## src/rtl/iso_seq_pkg.sv

```systemverilog
package iso_seq_pkg;
  typedef enum logic [1:0] {
    SEQ_IDLE = 2'd0,
    SEQ_WIN  = 2'd1,
    SEQ_SEND = 2'd2,
    SEQ_HOLD = 2'd3
  } seq_state_t;
endpackage

```

## src/rtl/iso_seq_rst_sync.sv

```systemverilog
module iso_seq_rst_sync #(
  parameter int STAGES = 2
) (
  input  logic clk,
  input  logic rst_n_in,
  output logic rst_n_out
);
  logic [STAGES-1:0] chain_q;

  always_ff @(posedge clk or negedge rst_n_in) begin
    if (!rst_n_in) chain_q <= '0;
    else           chain_q <= {chain_q[STAGES-2:0], 1'b1};
  end

  assign rst_n_out = chain_q[STAGES-1];
endmodule

```

## src/rtl/iso_seq_window.sv

```systemverilog
module iso_seq_window #(
  parameter int REF_CYC = 432,
  parameter int CMP_CYC = 40,
  localparam int CW = $clog2(REF_CYC)
) (
  input  logic clk,
  input  logic rst_n,
  input  logic load,
  output logic active,
  output logic cmp_win,
  output logic last
);
  logic [CW-1:0] cnt_q, cnt_d;
  logic          act_q, act_d;
  logic          cnt_en;

  assign cnt_en = load || act_q;

  always_comb begin
    cnt_d = cnt_q;
    act_d = act_q;
    if (load) begin
      cnt_d = CW'(REF_CYC - 1);
      act_d = 1'b1;
    end else if (act_q) begin
      if (cnt_q == '0) act_d = 1'b0;
      else             cnt_d = cnt_q - 1'b1;
    end
  end

  always_ff @(posedge clk or negedge rst_n) begin
    if (!rst_n) begin
      cnt_q <= '0;
      act_q <= 1'b0;
    end else if (cnt_en) begin
      cnt_q <= cnt_d;
      act_q <= act_d;
    end
  end

  assign active  = act_q;
  assign cmp_win = act_q && (cnt_q < CW'(CMP_CYC));
  assign last    = act_q && (cnt_q == '0);

  // the controller never reloads a window that is still running
  p_no_retrigger_r2: assert property (@(posedge clk) disable iff (!rst_n)
    load |-> !act_q);
endmodule

```

## src/rtl/iso_seq_tx.sv

```systemverilog
module iso_seq_tx #(
  parameter int FRAME_BITS = 3,
  localparam int FW = $clog2(FRAME_BITS + 1)
) (
  input  logic clk,
  input  logic rst_n,
  input  logic start,
  input  logic bit_in,
  output logic tx_p,
  output logic tx_n,
  output logic done
);
  logic [FW-1:0] left_q, left_d;
  logic          busy_q, busy_d;
  logic          data_q, data_d;
  logic          step_en;

  assign step_en = start || busy_q;

  always_comb begin
    left_d = left_q;
    busy_d = busy_q;
    data_d = data_q;
    if (start) begin
      left_d = FW'(FRAME_BITS - 1);
      busy_d = 1'b1;
      data_d = bit_in;
    end else if (busy_q) begin
      if (left_q == '0) busy_d = 1'b0;
      else              left_d = left_q - 1'b1;
    end
  end

  always_ff @(posedge clk or negedge rst_n) begin
    if (!rst_n) begin
      left_q <= '0;
      busy_q <= 1'b0;
      data_q <= 1'b0;
    end else if (step_en) begin
      left_q <= left_d;
      busy_q <= busy_d;
      data_q <= data_d;
    end
  end

  assign tx_p = busy_q && data_q;
  assign tx_n = busy_q && !data_q;
  assign done = busy_q && (left_q == '0);

  // the two lines of the return pair are never high together
  p_tx_excl_r7: assert property (@(posedge clk) disable iff (!rst_n)
    !(tx_p && tx_n));
  // a frame holds the same symbol from one cycle to the next
  p_frame_stable_r7: assert property (@(posedge clk) disable iff (!rst_n)
    (busy_q && $past(busy_q) && !$past(start)) |-> $stable(tx_p));
endmodule

```

## src/rtl/iso_seq_ctrl.sv

```systemverilog
module iso_seq_ctrl
  import iso_seq_pkg::*;
(
  input  logic       clk,
  input  logic       rst_n,
  input  logic       listen,
  input  logic       supply_ok,
  input  logic       win_last,
  input  logic       tx_done,
  output logic       win_load,
  output logic       tx_start,
  output seq_state_t state
);
  seq_state_t st_q, st_d;

  always_comb begin
    st_d     = st_q;
    win_load = 1'b0;
    tx_start = 1'b0;
    unique case (st_q)
      SEQ_IDLE: if (listen && supply_ok) begin
        win_load = 1'b1;
        st_d     = SEQ_WIN;
      end
      SEQ_WIN: if (win_last) begin
        tx_start = 1'b1;
        st_d     = SEQ_SEND;
      end
      SEQ_SEND: if (tx_done) st_d = SEQ_HOLD;
      SEQ_HOLD: if (!listen) st_d = SEQ_IDLE;
      default:  st_d = SEQ_IDLE;
    endcase
  end

  always_ff @(posedge clk or negedge rst_n) begin
    if (!rst_n) st_q <= SEQ_IDLE;
    else        st_q <= st_d;
  end

  assign state = st_q;

  // a sample in progress is not abandoned when listen falls
  p_no_abort_r8: assert property (@(posedge clk) disable iff (!rst_n)
    (st_q == SEQ_WIN && !win_last) |=> (st_q == SEQ_WIN));
endmodule

```

## src/rtl/iso_sample_seq.sv

```systemverilog
module iso_sample_seq #(
  parameter int CYC_PER_US = 4,
  parameter int REF_US     = 108,
  parameter int CMP_US     = 10,
  parameter int FRAME_BITS = 3,
  parameter int RST_STAGES = 2
) (
  input  logic clk,
  input  logic rst_n,
  input  logic supply_ok,
  input  logic listen,
  input  logic cmp_in,
  output logic ref_en,
  output logic cmp_en,
  output logic cap_stb,
  output logic tx_p,
  output logic tx_n,
  output logic res_q,
  output logic res_oe
);
  import iso_seq_pkg::*;

  localparam int REF_CYC = REF_US * CYC_PER_US;
  localparam int CMP_CYC = CMP_US * CYC_PER_US;

  logic       srst_n;
  logic       win_load, win_act, win_cmp, win_last;
  logic       tx_start, tx_done;
  logic       held_q, held_d;
  logic       stb_q;
  seq_state_t state;

  iso_seq_rst_sync #(.STAGES(RST_STAGES)) u_rst (
    .clk(clk), .rst_n_in(rst_n), .rst_n_out(srst_n)
  );

  iso_seq_ctrl u_ctrl (
    .clk(clk), .rst_n(srst_n), .listen(listen), .supply_ok(supply_ok),
    .win_last(win_last), .tx_done(tx_done),
    .win_load(win_load), .tx_start(tx_start), .state(state)
  );

  iso_seq_window #(.REF_CYC(REF_CYC), .CMP_CYC(CMP_CYC)) u_win (
    .clk(clk), .rst_n(srst_n), .load(win_load),
    .active(win_act), .cmp_win(win_cmp), .last(win_last)
  );

  iso_seq_tx #(.FRAME_BITS(FRAME_BITS)) u_tx (
    .clk(clk), .rst_n(srst_n), .start(tx_start), .bit_in(cmp_in),
    .tx_p(tx_p), .tx_n(tx_n), .done(tx_done)
  );

  always_comb begin
    held_d = held_q;
    if (tx_start) held_d = cmp_in;
  end

  always_ff @(posedge clk or negedge srst_n) begin
    if (!srst_n) begin
      held_q <= 1'b0;
      stb_q  <= 1'b0;
    end else begin
      held_q <= held_d;
      stb_q  <= tx_start;
    end
  end

  assign ref_en  = win_act;
  assign cmp_en  = win_cmp;
  assign cap_stb = stb_q;
  assign res_oe  = win_act;
  assign res_q   = held_q;

  // a window opens only after a cycle with both enabling flags high
  p_start_gate_r1: assert property (@(posedge clk) disable iff (!srst_n)
    $rose(ref_en) |-> $past(listen && supply_ok));
  // the comparator is still enabled in the closing cycle of the window
  p_cmp_tail_r3: assert property (@(posedge clk) disable iff (!srst_n)
    $fell(ref_en) |-> $past(cmp_en));
  // the presented result never changes while it is driven
  p_q_stable_r5: assert property (@(posedge clk) disable iff (!srst_n)
    (res_oe && $past(res_oe)) |-> $stable(res_q));
  // the capture strobe follows the close of the window
  p_stb_after_r6: assert property (@(posedge clk) disable iff (!srst_n)
    $fell(ref_en) |-> cap_stb);
  // a frame begins together with the capture strobe
  p_frame_start_r7: assert property (@(posedge clk) disable iff (!srst_n)
    cap_stb |-> (tx_p || tx_n));
endmodule

```

## config.mk

```make
export PLATFORM = sky130hd
export DESIGN_NAME = iso_sample_seq
export DESIGN_NICKNAME = d
export VERILOG_FILES = /design/src/rtl/iso_seq_pkg.sv /design/src/rtl/iso_seq_rst_sync.sv /design/src/rtl/iso_seq_window.sv /design/src/rtl/iso_seq_tx.sv /design/src/rtl/iso_seq_ctrl.sv /design/src/rtl/iso_sample_seq.sv
export SDC_FILE = /design/constraint.sdc
export NUM_CORES = 1
export LEC_CHECK = 0
export ABC_AREA = 1
export BUFFER_PORTS_ARGS = -buffer_cell sky130_fd_sc_hd__buf_2
export CAP_MARGIN = 15
export CORE_MARGIN = 2
export CORE_UTILIZATION = 57
export DETAILED_ROUTE_END_ITERATION = 7
export GPL_ROUTABILITY_DRIVEN = 1
export GPL_TIMING_DRIVEN = 0
export PLACE_DENSITY = 0.84
export SYNTH_ARGS = -nofsm -noshare
export SYNTH_HDL_FRONTEND = slang
export SYNTH_SLANG_ARGS = --single-unit
export TNS_END_PERCENT = 30
```

## constraint.sdc

```tcl
create_clock -name clk -period 1.6 [get_ports clk]
set_clock_uncertainty 0.2 [all_clocks]
set_input_delay 0.16 -clock clk [delete_from_list [all_inputs] [get_ports clk]]
set_output_delay 0.16 -clock clk [all_outputs]
set_load 0.1 [all_outputs]
```

# After elaboration in Yosys (flattened, before gate mapping)
# Index checks and enable logic that the tools add are counted.
# totals
out_inout_bits,7
inputBits,5
reg_bits,20
word_cells,60
# op_classes
mux,21
n_lt_le_gt_ge,1
add_sub_neg,2
eq_ne,9
reduce_logical,18
# op_table
op,n
$mux W9,3
$mux W2,7
$mux W1,10
$logic_not A9 Y1,1
$lt A9 B6 Y1 const B,1
$sub A9 B1 Y9 const B,1
$pmux W2 S4,1
$logic_and A1 B1 Y1,6
$ne A2 B1 Y1 const B,3
$ne A2 B2 Y1 const B,3
$reduce_and A3 Y1,2
$eq A2 B2 Y1 const B,2
$logic_not A2 Y1,2
$reduce_and A4 Y1,1
$reduce_bool A2 Y1,2
$eq A2 B1 Y1 const B,1
$logic_or A1 B1 Y1,2
$reduce_and A2 Y1,1
$sub A2 B1 Y2 const B,1
$logic_not A1 Y1,1

# Longest topological paths before layout
# Gate-level depths: netlist (run 1).
# depth
ltp_word,6
mapped_depth,9

# Cells and area by module
# A second synthesis (run 1) with hierarchy kept.
# unflattened
hier_cells,161
hier_area_um2,1217.4
# by_module_without_submodules
mod,area_per_inst_um2,cells_per_inst,instances,seq_area_each_um2
iso_seq_window,670.6,92,1,250.2
iso_seq_tx,211.5,30,1,100.1
iso_seq_ctrl,209.0,29,1,50.0
iso_sample_seq,72.6,7,1,50.0
iso_seq_rst_sync,53.8,3,1,50.0

# Least setup slack after synthesis (run 1)
# OpenSTA, ideal clock, no wires.
# synth_timing
path_type,register to output
from,"register u_win.act_q, in the netlist u_win.active"
to,output cmp_en
t_required_ns,1.240
setup_slack_ns,-1.698
stages_incl_launch_ff,5
path_buffers,0
arrival_time_ns,2.938
path_cell_list,dfrtp_1 -> inv_1 -> nor2_1 -> nand2_1 -> a21oi_1
# synth_via
elab_chain_len,1
# synth_rtl
element,line,source
start: declaration,iso_seq_window.sv:14,"logic act_q, act_d;"
start signal: assignment,iso_seq_window.sv:37,act_q <= act_d;
$logic_and A1 B1 Y1,iso_seq_window.sv:42,assign cmp_win = act_q && (cnt_q < CW'(CMP_CYC));
end: declaration,iso_sample_seq.sv:14,"output logic cmp_en,"
# Every way passes these cells.

# Worst setup path in the final report (run 1)
# layout_timing
from,register u_win.cnt_q[8]
to,output cmp_en
# layout_via
elab_chain_len,2
# layout_rtl
element,line,source
start: declaration,iso_seq_window.sv:13,"logic [CW-1:0] cnt_q, cnt_d;"
start signal: assignment,iso_seq_window.sv:36,cnt_q <= cnt_d;
$lt A9 B6 Y1,iso_seq_window.sv:42,
$logic_and A1 B1 Y1,iso_seq_window.sv:42,
# Every way passes these cells.

==> results.json, run 1 <==
{
  "antenna-diode-count": 0,
  "ys_seq_area_share_pct": 42.0,
  "grt_setup_unrepaired": "true",
  "grt_pass1_vias": 1111,
  "finalNonFillerCells": 209,
  "pre_cts_ws_ps": -197,
  "antenna_found_initial": 0,
  "grt_usage_pct": 23.5,
  "via_count": 1146,
  "synth_area_leaders": "dfrtp_1, nand2_1, nand3_1",
  "vdd_drop_max_uv": 900,
  "core.rowCount": 16,
  "synth_edf_count": 0,
  "yosysMostFrequentCell": "nand2_1",
  "detail-route-antenna-nets": 0,
  "p_leak_nw": 0.847,
  "grt_first_pass_wirelength_mm": 4.51,
  "cts_buffers": 3,
  "cts_tree": "built",
  "initial_utilization_pct": 60.7,
  "clock_latency_ps": 310,
  "violations": "negative setup slack",
  "setup_viol": 6,
  "drv_cap": 0,
  "synth.avg_cell_area_um2": 7.73,
  "io_pins": 12,
  "syn_inst": 154,
  "wl_per_cell_um": 13.4,
  "endpoint_kind": "output port",
  "final_core_util_pct": 78.0,
  "hold_path.class": "input port to flip-flop",
  "finalCriticalPeriod_ps": 1710,
  "ys_ff_latch": 20,
  "slew_viol_final": 0,
  "die_w_um": 49.7,
  "synth_nets": 166,
  "dp_hpwl_mm": 1.66,
  "nNetsFinal": 195,
  "status": "complete, but fails checks",
  "path_clk_slew_ps": 120,
  "required_ps": 1240,
  "ys.warnings.count": 0,
  "clock_path_buffers": 2,
  "synth_cell_types": 23,
  "setup_slack_ps": -106,
  "fin_crit_sh_pct": 107,
  "slew_headroom_pct": 50.2,
  "grt_max_degree": 19,
  "areaGrowthSynthToFinish_pct": 28.5,
  "drt-initial-drc-count": 46,
  "port_buffers": 11,
  "synth_area_um2": 1190,
  "cts_num_sinks": 20,
  "fp.coreArea_um2": 1960,
  "crit_path_start_kind": "flip-flop",
  "grt-ovfl-total": 0,
  "tns_ps": -227,
  "routabilityCongestion": 0.865,
  "hold_viol": 0,
  "dieArea_um2": 2470,
  "critical_path_class": "flip-flop to output port",
  "htree_num_levels": 1,
  "yosysTopAreaCellShare_pct": 42.0,
  "pwr_density_cell_nw_per_um2": 1360,
  "critPathArrivalTime_ps": 1350,
  "synth-main-ff-cell": "dfrtp_1",
  "totalWireLength_mm": 2.80,
  "yosysTopAreaCell": "dfrtp_1",
  "synthTopCellsByCount": "nand2_1, nand3_1, dfrtp_1, inv_1, nor2_1",
  "via_per_inst": 5.48,
  "fmax_mhz": 586,
  "dr.pass1.iters": 6,
  "cts-root-buf": "clkbuf_4",
  "cp_max_fo": 2,
  "drive_gt1_share_pct": 31.9,
  "drc_errors": 0,
  "ys_async_sr_fraction_pct": 100,
  "placed_cells": 192,
  "whs_ps": 27.7,
  "die_height_um": 49.7,
  "max_slew.worst_pin.slew_ps": 746
}
layout by cell type, fill, tap and decap left out, drive strengths merged, types with 3 or more instances in the layout:
master       netlist  routed
nand2             52      52
nand3             25      25
buf                2      22
inv               21      21
dfrtp             20      20
nor2              12      12
ha                 7       7
nand4              4       4
dlygate4sd3        0       4
clkbuf             0       4
o21ai              3       3
or2                3       3
state kept, by name, summed over array words and instances, names as in the netlist:
register	flops
u_win.active	1
u_ctrl.state	2
res_q	1
u_rst.chain_q	2
u_tx.left_q	2
cap_stb	1
u_win.cnt_q	9
u_tx.data_q	1
u_tx.busy_q	1
logic make-up (layout without fill, tap and decap cells):
group	Yosys count	after routing	share of synthesized area [%]
other cells	1	1	0.315
buf+inv	23	51	7.67
flops	20	20	42.0
xor+xnor	1	1	0.735
simple gates	98	98	40.2
compound gates	4	4	1.68
fa+ha+maj	7	7	7.35
path summary, 6_finish.rpt:
check,start,endpoint,slack [ps],depth (start not counted)
hold reg to reg,u_rst.chain_q[1],u_win.cnt_q[8],100,0
setup reg to reg,u_win.cnt_q[3],u_win.cnt_q[7],-60,7
max in group asynchronous,u_rst.chain_q[1],u_win.active,560,0
min in group asynchronous,u_rst.chain_q[1],u_win.cnt_q[8],100,0
hold / removal,listen,u_win.active,30,3
setup / recovery,u_win.cnt_q[8],cmp_en,-110,4
cell type report:
| type | instances | area [um2] |
|---|---|---|
| Buffer | 2 | 15.0 |
| Timing Repair Buffer | 24 | 200 |
| Fill cell | 134 | 432 |
| Clock buffer | 4 | 26.3 |
| Inverter | 21 | 78.8 |
| Multi-Input combinational cell | 111 | 668 |
| Tap cell | 27 | 33.8 |
| Sequential cell | 20 | 508 |
worst max-delay path, cell delays in order (launching register included):
cell     delay (ps)
dfrtp_1         450
nor2_4          160
nand2_2          90
a21oi_4         150
buf_12          190
timing repair:
item | in CTS | in global routing
gates resized for setup | 22 | 11
setup buffers | 5 | 4
endpoints found under the setup margin | 22 | 15
hold buffers | 4 | 0
endpoints found under the hold margin | 5 | 0
pin swaps | 2 | 7
stage by stage:
step	total power [mW]	area, um2
4_1_cts	1.94	1470
3_5_place_dp	1.55	1300
5_1_grt	2.26	1530
3_3_place_gp	1.50	1300
6_report	2.08	1530
2_1_floorplan	1.38	1210
report_power, final:
part           internal, mW  switching, mW
combinational         0.434          0.589
sequential            0.637          0.166
clock                0.0972          0.156
layer usage:
layer	global-route usage, %	share of wire, %	vias up
met2	40.9	50	69
met3	5.15	7.2	25
met1	27.5	39	511
met4	10.6	4.2	0
li1	-	-	541
met5	0	0	-
No activity file was read; power rests on OpenSTA's default activity.
==> run 2, diff against run 1 <==
Settings changed: RECOVER_POWER set to 25, SYNTH_HIERARCHICAL set to 1.
Clock period 1.6 ns to 1.8 ns, I/O delays scaled along.
==> run 2 against run 1 <==
Effect of this change: the flow now finishes without violations; clock power down 19%; worst setup slack improved by 110 ps; global-route usage is 1.2 points lower; power is 14% lower; synthesized area grew 2.2%; register-to-register slack better by 70 ps; largest cell class unchanged; highest routed layer unchanged.
==> results.json, run 2 <==
{
  "synth_area_um2": 1220,
  "fmax_mhz": 558,
  "grt_usage_pct": 22.3,
  "crit_path_start_kind": "flip-flop",
  "synth_area_leaders": "dfrtp_1, nand2_1, nand3_1",
  "hold_viol": 0,
  "die_w_um": 50.2,
  "syn_inst": 161,
  "tns_ps": 0,
  "via_per_inst": 5.21,
  "yosysMostFrequentCell": "nand2_1",
  "cts_tree": "built",
  "grt-ovfl-total": 0,
  "clock_latency_ps": 290,
  "p_leak_nw": 0.811,
  "layout_common_cells": "nand2_1, nand3_1, inv_1",
  "port_buffers": 11,
  "max_slew.worst_pin.slew_ps": 735,
  "hold_path.class": "flip-flop to async pin",
  "critical_path_class": "flip-flop to flip-flop",
  "synth_edf_count": 0,
  "setup_viol": 0,
  "die_height_um": 50.2,
  "cp_max_fo": 5,
  "largest_reg_flops": 9,
  "final_common_cell": "nand2_1",
  "grt_pass1_vias": 1094,
  "path_clk_slew_ps": 100,
  "slew_headroom_pct": 51.0,
  "ys_ff_latch": 20,
  "drv_cap": 0,
  "grt_setup_unrepaired": "true",
  "dieArea_um2": 2520,
  "core.rowCount": 16,
  "cts_buffers": 3,
  "synth_cell_types": 23,
  "ys_seq_area_share_pct": 41.1,
  "critPathArrivalTime_ps": 1770,
  "nNetsFinal": 199,
  "synthTopCellsByCount": "nand2_1, inv_1, nand3_1, dfrtp_1, nor2_1",
  "yosysTopAreaCell": "dfrtp_1",
  "totalWireLength_mm": 2.64,
  "required_ps": 1780,
  "antenna-diode-count": 0,
  "drt-initial-drc-count": 28,
  "drc_errors": 0,
  "grt_first_pass_wirelength_mm": 4.31,
  "slew_viol_final": 0,
  "areaGrowthSynthToFinish_pct": 22.6,
  "routabilityCongestion": 0.857,
  "antenna_found_initial": 0,
  "drive_gt1_share_pct": 27.3,
  "dp_hpwl_mm": 1.84,
  "grt_max_degree": 19,
  "synth_nets": 172,
  "ys_async_sr_fraction_pct": 100,
  "dr.pass1.iters": 4,
  "wl_per_cell_um": 12.4,
  "fp.coreArea_um2": 1980,
  "initial_utilization_pct": 61.4,
  "io_pins": 12,
  "yosysTopAreaCellShare_pct": 41.1,
  "status": "completed",
  "ys.warnings.count": 6,
  "fin_crit_sh_pct": 99.6,
  "synth-main-ff-cell": "dfrtp_1",
  "pwr_density_cell_nw_per_um2": 1200,
  "via_count": 1115,
  "regMostFlops": "u_win/cnt_q",
  "cts_num_sinks": 20,
  "clock_path_buffers": 2,
  "htree_num_levels": 1,
  "finalCriticalPeriod_ps": 1790,
  "synth.avg_cell_area_um2": 7.56,
  "endpoint_kind": "flip-flop",
  "detail-route-antenna-nets": 0,
  "cts-root-buf": "clkbuf_4",
  "vdd_drop_max_uv": 776,
  "finalPower_mw": 1.80
}
run 2: layer usage:
metal / share of wire [%] / vias to the layer above / routed length [um] / track usage (%)
met1: 40 / 530 / 1070 / 24.2
met5: 0 / - / 0 / 0
met2: 54 / 32 / 1440 / 42.5
li1: - / 549 / - / -
met4: 1.4 / 0 / 36 / 9.72
met3: 3.9 / 4 / 103 / 2.68
run 2: kinds of logic (layout without fill, tap and decap cells):
family,count (synthesis),count (layout),share of synthesized area [%]
fa+ha+maj,6,6,6.17
xor+xnor,1,1,0.720
other cells,1,1,0.308
flops,20,20,41.1
simple gates,98,98,39.5
compound gates,6,6,2.88
buf+inv,29,55,9.35
run 2: critical path: stages, from the launching register on:
cell and delay [ps]:
dfrtp_1 410, inv_2 110, ha_4 180, nand2_4 80, nor2_4 120, nand2_4 90
nor2_4 110, inv_1 50, nand2_1 70, nand2_2 80, o21bai_1 120, nand2_1 70
run 2: worst paths after layout:
| kind | cells after the start | slack (ps) | from | endpoint |
|---|---|---|---|---|
| hold reg to reg | 0 | 100 | u_rst/chain_q[1] | u_win/cnt_q[7] |
| setup reg to reg | 11 | 7 | u_win/cnt_q[0] | u_ctrl/state[0] |
| max in group asynchronous | 3 | 740 | rst_n | u_rst/chain_q[1] |
| setup / recovery | 11 | 7 | u_win/cnt_q[0] | u_ctrl/state[0] |
| min in group clk | 5 | 100 | listen | u_ctrl/state[1] |
| hold / removal | 0 | 100 | u_rst/chain_q[1] | u_win/cnt_q[7] |
run 2: area by class of cell:
cell class	instances	area, um2
Buffer	2	15.0
Clock buffer	4	26.3
Multi-Input combinational cell	112	652
Tap cell	27	33.8
Fill cell	152	489
Inverter	27	103
Sequential cell	20	503
Timing Repair Buffer	22	160
run 2: what timing repair did:
item / 4_1_cts / 5_1_grt
setup endpoints to repair: 17 / 13
setup buffers: 4 / 4
gates resized for setup: 12 / 8
pin swaps: 0 / 5
hold buffers: 3 / 0
endpoints found under the hold margin: 4 / 0
run 2: report_power, final:
part,switching (mW),total [mW],internal [mW]
combinational,0.504,0.864,0.360
sequential,0.160,0.726,0.566
clock,0.119,0.205,0.0860
total,0.783,1.80,1.01
run 2: stage by stage:
stage	instance area [um2]	cells	hold slack, ps	util [%]	setup slack [ps]
2_1_floorplan	1240	161	-316	-	-121
3_3_place_gp	1330	199	-235	67.3	-169
3_5_place_dp	1330	199	-232	67.3	-216
4_1_cts	1450	210	86.4	73.0	-5.02
5_1_grt	1490	214	112	75.3	-149
6_report	1490	214	95.2	75.3	6.91
